**config.mk**
```make
export PLATFORM = sky130hd
export DESIGN_NAME = rx_flag_arbiter
export DESIGN_NICKNAME = d
export VERILOG_FILES = /design/src/rtl/rx_flag_pkg.sv /design/src/rtl/rx_pend_capture.sv /design/src/rtl/rx_flag_logic.sv /design/src/rtl/rx_read_steer.sv /design/src/rtl/rx_flag_arbiter.sv
export SDC_FILE = /design/constraint.sdc
export NUM_CORES = 1
export LEC_CHECK = 0
export CORE_MARGIN = 4
export CORE_UTILIZATION = 35
export CTS_CLUSTER_SIZE = 10
export DETAILED_ROUTE_END_ITERATION = 6
export PLACE_DENSITY = 0.79
export SLEW_MARGIN = 20
export SYNTH_ARGS = -nofsm -noshare
export SYNTH_HDL_FRONTEND = slang
export SYNTH_SLANG_ARGS = --single-unit
export TNS_END_PERCENT = 5
```
**constraint.sdc**
```tcl
create_clock -name clk -period 1.4 [get_ports clk]
set_clock_uncertainty 0.05 [all_clocks]
set_input_delay 0.21 -clock clk [delete_from_list [all_inputs] [get_ports clk]]
set_output_delay 0.21 -clock clk [all_outputs]
set_load 0.005 [all_outputs]
```
**src/rtl/rx_flag_pkg.sv**
```systemverilog
package rx_flag_pkg;
   typedef enum logic {
      SRC_KBD = 1'b0,
      SRC_AUX = 1'b1
   } src_e;

   typedef struct packed {
      logic obf;
      logic aux_obf;
      logic irq_kbd;
      logic irq_aux;
   } flag_t;
endpackage

```
**src/rtl/rx_pend_capture.sv**
```systemverilog
module rx_pend_capture #(
   parameter int STAGES = 1
) (
   input  logic       clk,
   input  logic       rst_n,
   input  logic [1:0] avail,
   output logic [1:0] pend
);
   generate
      if (STAGES < 1) begin : g_bad
         $error("rx_pend_capture: STAGES must be at least 1");
      end
      if (STAGES == 1) begin : g_single
         logic [1:0] q;
         always_ff @(posedge clk) begin
            if (!rst_n) q <= '0;
            else        q <= avail;
         end
         assign pend = q;
      end else begin : g_chain
         logic [1:0] q [STAGES];
         always_ff @(posedge clk) begin
            if (!rst_n) begin
               for (int i = 0; i < STAGES; i++) q[i] <= '0;
            end else begin
               q[0] <= avail;
               for (int i = 1; i < STAGES; i++) q[i] <= q[i-1];
            end
         end
         assign pend = q[STAGES-1];
      end
   endgenerate
endmodule

```
**src/rtl/rx_flag_logic.sv**
```systemverilog
module rx_flag_logic
   import rx_flag_pkg::*;
#(
   parameter int MODE_W      = 8,
   parameter int KBD_IRQ_BIT = 0,
   parameter int AUX_IRQ_BIT = 1,
   parameter int KBD_OFF_BIT = 4
) (
   input  logic              clk,
   input  logic              rst_n,
   input  logic [1:0]        pend,
   input  logic [MODE_W-1:0] mode,
   output flag_t             flags,
   output src_e              src
);
   generate
      if (KBD_IRQ_BIT >= MODE_W || AUX_IRQ_BIT >= MODE_W || KBD_OFF_BIT >= MODE_W) begin : g_bad
         $error("rx_flag_logic: mode bit index outside MODE_W");
      end
   endgenerate

   logic kbd_p, aux_only;
   assign kbd_p    = pend[0];
   assign aux_only = pend[1] & ~pend[0];

   always_comb begin
      flags.obf     = |pend;
      flags.aux_obf = aux_only;
      flags.irq_aux = aux_only & mode[AUX_IRQ_BIT];
      flags.irq_kbd = kbd_p & mode[KBD_IRQ_BIT] & ~mode[KBD_OFF_BIT];
      src           = aux_only ? SRC_AUX : SRC_KBD;
   end


   irq_excl_chk: assert property (@(posedge clk) disable iff (!rst_n)
      !(flags.irq_kbd && flags.irq_aux));

   aux_implies_full_chk: assert property (@(posedge clk) disable iff (!rst_n)
      flags.aux_obf |-> flags.obf);

   idle_quiet_chk: assert property (@(posedge clk) disable iff (!rst_n)
      !flags.obf |-> !(flags.irq_kbd || flags.irq_aux));
endmodule

```
**src/rtl/rx_read_steer.sv**
```systemverilog
module rx_read_steer
   import rx_flag_pkg::*;
#(
   parameter int DATA_W = 8
) (
   input  logic              clk,
   input  logic              rst_n,
   input  logic              rd_strobe,
   input  src_e              src,
   input  logic [1:0]        pend,
   input  logic [DATA_W-1:0] kbd_head,
   input  logic [DATA_W-1:0] aux_head,
   output logic              pop_kbd,
   output logic              pop_aux,
   output logic [DATA_W-1:0] rd_data
);
   always_comb begin
      pop_kbd = rd_strobe && (src == SRC_KBD) && pend[0];
      pop_aux = rd_strobe && (src == SRC_AUX) && pend[1];
   end

   always_ff @(posedge clk) begin
      if (!rst_n)       rd_data <= '0;
      else if (pop_kbd) rd_data <= kbd_head;
      else if (pop_aux) rd_data <= aux_head;
   end


   pop_onehot_chk: assert property (@(posedge clk) disable iff (!rst_n)
      $onehot0({pop_kbd, pop_aux}));

   pop_needs_strobe_chk: assert property (@(posedge clk) disable iff (!rst_n)
      (pop_kbd || pop_aux) |-> rd_strobe);

   kbd_load_chk: assert property (@(posedge clk) disable iff (!rst_n)
      pop_kbd |=> rd_data == $past(kbd_head));

   aux_load_chk: assert property (@(posedge clk) disable iff (!rst_n)
      pop_aux |=> rd_data == $past(aux_head));

   hold_chk: assert property (@(posedge clk) disable iff (!rst_n)
      !(pop_kbd || pop_aux) |=> $stable(rd_data));
endmodule

```
**src/rtl/rx_flag_arbiter.sv**
```systemverilog
module rx_flag_arbiter
   import rx_flag_pkg::*;
#(
   parameter int DATA_W      = 8,
   parameter int MODE_W      = 8,
   parameter int KBD_IRQ_BIT = 0,
   parameter int AUX_IRQ_BIT = 1,
   parameter int KBD_OFF_BIT = 4,
   parameter int SYNC_STAGES = 1
) (
   input  logic              clk,
   input  logic              rst_n,
   input  logic              kbd_avail,
   input  logic              aux_avail,
   input  logic [MODE_W-1:0] mode_in,
   input  logic              rd_strobe,
   input  logic [DATA_W-1:0] kbd_head,
   input  logic [DATA_W-1:0] aux_head,
   output logic              stat_obf,
   output logic              stat_aux_obf,
   output logic              port_obf,
   output logic              port_aux_obf,
   output logic              irq_kbd,
   output logic              irq_aux,
   output logic              src_aux,
   output logic              pop_kbd,
   output logic              pop_aux,
   output logic [DATA_W-1:0] rd_data
);
   generate
      if (DATA_W < 1) begin : g_bad_w
         $error("rx_flag_arbiter: DATA_W must be positive");
      end
   endgenerate

   logic [1:0]        pend;
   logic [MODE_W-1:0] mode_q;
   flag_t             flags;
   src_e              src;

   always_ff @(posedge clk) begin
      if (!rst_n) mode_q <= '0;
      else        mode_q <= mode_in;
   end

   rx_pend_capture #(.STAGES(SYNC_STAGES)) u_pend (
      .clk   (clk),
      .rst_n (rst_n),
      .avail ({aux_avail, kbd_avail}),
      .pend  (pend)
   );

   rx_flag_logic #(
      .MODE_W      (MODE_W),
      .KBD_IRQ_BIT (KBD_IRQ_BIT),
      .AUX_IRQ_BIT (AUX_IRQ_BIT),
      .KBD_OFF_BIT (KBD_OFF_BIT)
   ) u_flags (
      .clk   (clk),
      .rst_n (rst_n),
      .pend  (pend),
      .mode  (mode_q),
      .flags (flags),
      .src   (src)
   );

   rx_read_steer #(.DATA_W(DATA_W)) u_steer (
      .clk       (clk),
      .rst_n     (rst_n),
      .rd_strobe (rd_strobe),
      .src       (src),
      .pend      (pend),
      .kbd_head  (kbd_head),
      .aux_head  (aux_head),
      .pop_kbd   (pop_kbd),
      .pop_aux   (pop_aux),
      .rd_data   (rd_data)
   );

   assign stat_obf     = flags.obf;
   assign port_obf     = flags.obf;
   assign stat_aux_obf = flags.aux_obf;
   assign port_aux_obf = flags.aux_obf;
   assign irq_kbd      = flags.irq_kbd;
   assign irq_aux      = flags.irq_aux;
   assign src_aux      = (src == SRC_AUX);


   mode_kbd_irq_chk: assert property (@(posedge clk) disable iff (!rst_n)
      irq_kbd |-> mode_q[KBD_IRQ_BIT] && !mode_q[KBD_OFF_BIT]);

   src_priority_chk: assert property (@(posedge clk) disable iff (!rst_n)
      src_aux |-> !pop_kbd);
endmodule

```
# Word level (Yosys, flattened, before mapping)
# Cells that the tools add are included.
# totals
reg_bits	15
in_bits	29
out_inout_bits	17
wordCells	19
# op_classes
muxes	3
bitwise	7
reduce_logical	6
# ops
cell	count
8-bit 2-to-1 mux	2
1-bit bitwise AND	4
1-bit logical AND	4
1-bit inverter	3
2-bit nonzero test	1
2-bit OR reduction	1
1-bit 2-to-1 mux	1

# Logic depth before layout (Yosys ltp)
# logic_depth
word_depth	7
depth_mapped	4
mapped_depth_nobuf	2

# By module
# From an unflattened synthesis, not the netlist that was laid out.
# hier_totals
cells_unflattened	59
hier_area_um2	704.4
# by_module_without_submodules
mod	instances	cells_each	area_each_um2	seq_area_each_um2
rx_read_steer	1	32	389.1	160.2
rx_flag_arbiter	1	18	225.2	160.2
rx_pend_capture	1	4	52.6	40.0
rx_flag_logic	1	5	37.5	0.0

# Worst setup path after synthesis
# Ideal clock, no wire load.
# synth_timing
path_type	register to output
startpoint	register u_pend.g_single.q[0] (netlist: u_pend.pend[0])
endpoint	output port stat_obf
t_arrival_ns	1.018
required_time_ns	1.140
slack_ns	0.122
path_stages_with_launch	5
n_path_buf	3
path_cell_list	dfxtp_1 > buf_6 > buf_12 > or2_2 > buf_4
# synth_between
elab_chain_cells	1
# synth_rtl
element	line_no	source
start: declaration	rx_pend_capture.sv:14	logic [1:0] q;
start signal: assignment	rx_pend_capture.sv:17	else q <= avail;
2-bit OR reduction	rx_flag_logic.sv:27	flags.obf = |pend;
end: declaration	rx_flag_arbiter.sv:19	output logic stat_obf,
# Every way passes these cells.

# Worst setup path in the final report
# layout_timing
startpoint	register u_pend.g_single.q[0] (netlist: u_pend.pend[0])
endpoint	output port pop_aux
# layout_between
elab_chain_cells	5
# layout_rtl
element	line_no	source
1-bit inverter	rx_flag_logic.sv:24	assign aux_only = pend[1] & ~pend[0];
1-bit bitwise AND	rx_flag_logic.sv:24	
1-bit 2-to-1 mux	rx_flag_logic.sv:31	src = aux_only ? SRC_AUX : SRC_KBD;
1-bit logical AND (2 in series)	rx_read_steer.sv:19	pop_aux = rd_strobe && (src == SRC_AUX) && pend[1];
end: declaration	rx_flag_arbiter.sv:27	output logic pop_aux,
# Every way passes these cells.

==> metrics.cfg <==
[finish]
insertedDiodeCount=0
layout_commonest_cell=clkdlybuf4s50_1
fin_util=0.6354
area_delta_synth_final_pct=65.16
fin_cells=137
drive_gt1_frac=0.2857
final_cell_mix=clkdlybuf4s50_1 (22), nand2_1 (9), buf_4 (9)
nNetsFinal=142

[yosys]
yosysWarnings=0
yosysUniqueCellTypes=15
synth_area_per_cell_um2=10.35
syn-cell-area_um2=693.2
yosysTopAreaCellShare=0.3755
syn_inst=67
ys_ff_latch=13
seq_area_frac_synth=0.3755
syn-num-nets=96
synth.top_cells.by_area=dfxtp_1 (38%), nand4bb_1 (13%), mux2i_1 (12%)
synth_top_area_cell=dfxtp_1

[clock_network]
cts_sinks=13
htreeDepth=1
clk_latency_ns=0.27
numCtsBuffers=3
hold_buffers=0
clk_path_buf_depth=2
cts.clk_slew.worst_paths_ns=0.08
cts_root_buffer=clkbuf_4
cts_tree=done

[global_routing]
grt_start_max_net_pins=14
overflow=0
antenna_found_initial=0
grt_pass1_wl_um=2939
grt_usage=0.1426
grt_pass1_vias=684

[hold_path]
hold_path_depth=2
min_from=rd_strobe
hold_class=input port to register

[worst_setup_path]
worstRegToRegCells=4
cp_max_fo=4
crit_arrival_ns=1.15
crit_start=u_pend.pend[0]$_SDFF_PN0_
endpoint_kind=output port
path_class=register to output port
required_ns=1.14
timing.rr.start=u_pend.pend[0]$_SDFF_PN0_
start_kind=register

[sta]
period_share=1.004
period_needed_ns=1.405
hold_viol_final=0
relSlewSlack=0.7966
tns_ns=-0.008762
tightestPinTransition_ns=0.3037
fmax_mhz=711.6
setup_viol_count_final=2
rsz0062_at_grt=true
fin_ws_ns=-0.005380
drv_slew=0

[place]
post-dp-hpwl_um=1445
pre_cts_slack_ns=-0.3451
gp_congestion=0.6539
placed_cells=131
port_buffers=40

[floorplan]
core_mm2=0.001802
ios=46
start_util=0.3847
die_w_um=52.50
die-area_mm2=0.002756
die_h_um=52.50
rows=15

[routing]
drtPass1Iterations=4
drt-total-wl_um=1933
wl_per_cell_um=14.11
drtIter0Drc=15
routed-via-count=699
ant_nets=0
vias_per_cell=5.102
drc=0

[power]
max-vdd-ir-drop_v=0.0005042
power.density_mw_per_mm2=760.5
leakage_nw=0.5383

[outcome]
status=finished with violations
violations=negative setup slack

[run]
cap_violations=0

through the flow:
stage	instance area (um^2)	hold slack [ns]	total power [mW]
3_5_place_dp	1109	0.4808	0.6536
2_1_floorplan	693.2	0.2873	0.5155
4_1_cts	1150	0.3743	0.8830
6_report	1145	0.3904	0.8707
5_1_grt	1145	0.4113	0.9114
3_3_place_gp	1109	0.4670	0.6475
logic make-up after synthesis:
logic type,synth area share
flops,0.3755
compound gates,0.1191
mux,0.1155
simple gates,0.2798
buf+inv,0.1101
flip-flops by register name, summed over array words and instances, names as in the netlist:
| signal | flops |
|---|---|
| mode_q | 3 |
| u_pend.pend | 2 |
| u_steer.rd_data | 8 |
metal layers:
| metal | vias to the layer above | GRT usage | wire length [um] |
|---|---|---|---|
| li1 | 334 | - | - |
| met1 | 327 | 0.1713 | 764 |
| met2 | 36 | 0.2335 | 907 |
| met3 | 2 | 0.05698 | 248 |
| met4 | 0 | 0.03830 | 12 |
| met5 | - | 0 | 0 |
final timing paths:
check,slack (ns),end
max,-0.005,pop_aux
min reg2reg,0.48,u_steer.rd_data[4]$_SDFFE_PN0P_
max reg2reg,0.10,u_steer.rd_data[0]$_SDFFE_PN0P_
min,0.39,u_steer.rd_data[5]$_SDFFE_PN0P_
synthesized netlist by cell type, drive strengths merged:
cell     instances
and2             8
and2b            1
buf              7
clkbuf           2
dfxtp           13
mux2i            8
nand2            9
nand4bb          8
nor2             1
o211ai           1
o221ai           8
or2              1
power breakdown:
group / switching, mW / total, mW / internal (mW)
logic: 0.0774 / 0.223 / 0.146
registers: 0.0177 / 0.416 / 0.399
clock network: 0.121 / 0.231 / 0.110
critical path, stage by stage, from the launching register on:
cell and delay (ns):
dfxtp_2 0.37, and2b_2 0.25, and2_1 0.15, clkbuf_2 0.11
layout make-up:
class	instances	area (um^2)
clock buffer	4	26.28
fill	156	656.9
multi-input combinational	45	367.9
sequential	13	269.0
tap	25	31.28
timing repair buffer	50	450.4
timing repair:
action                     CTS  global route
resized for setup           28            18
cloned                       0             0
setup endpoints to repair   17            18
setup buffers                1             1
(Power assumes the default switching activity.)
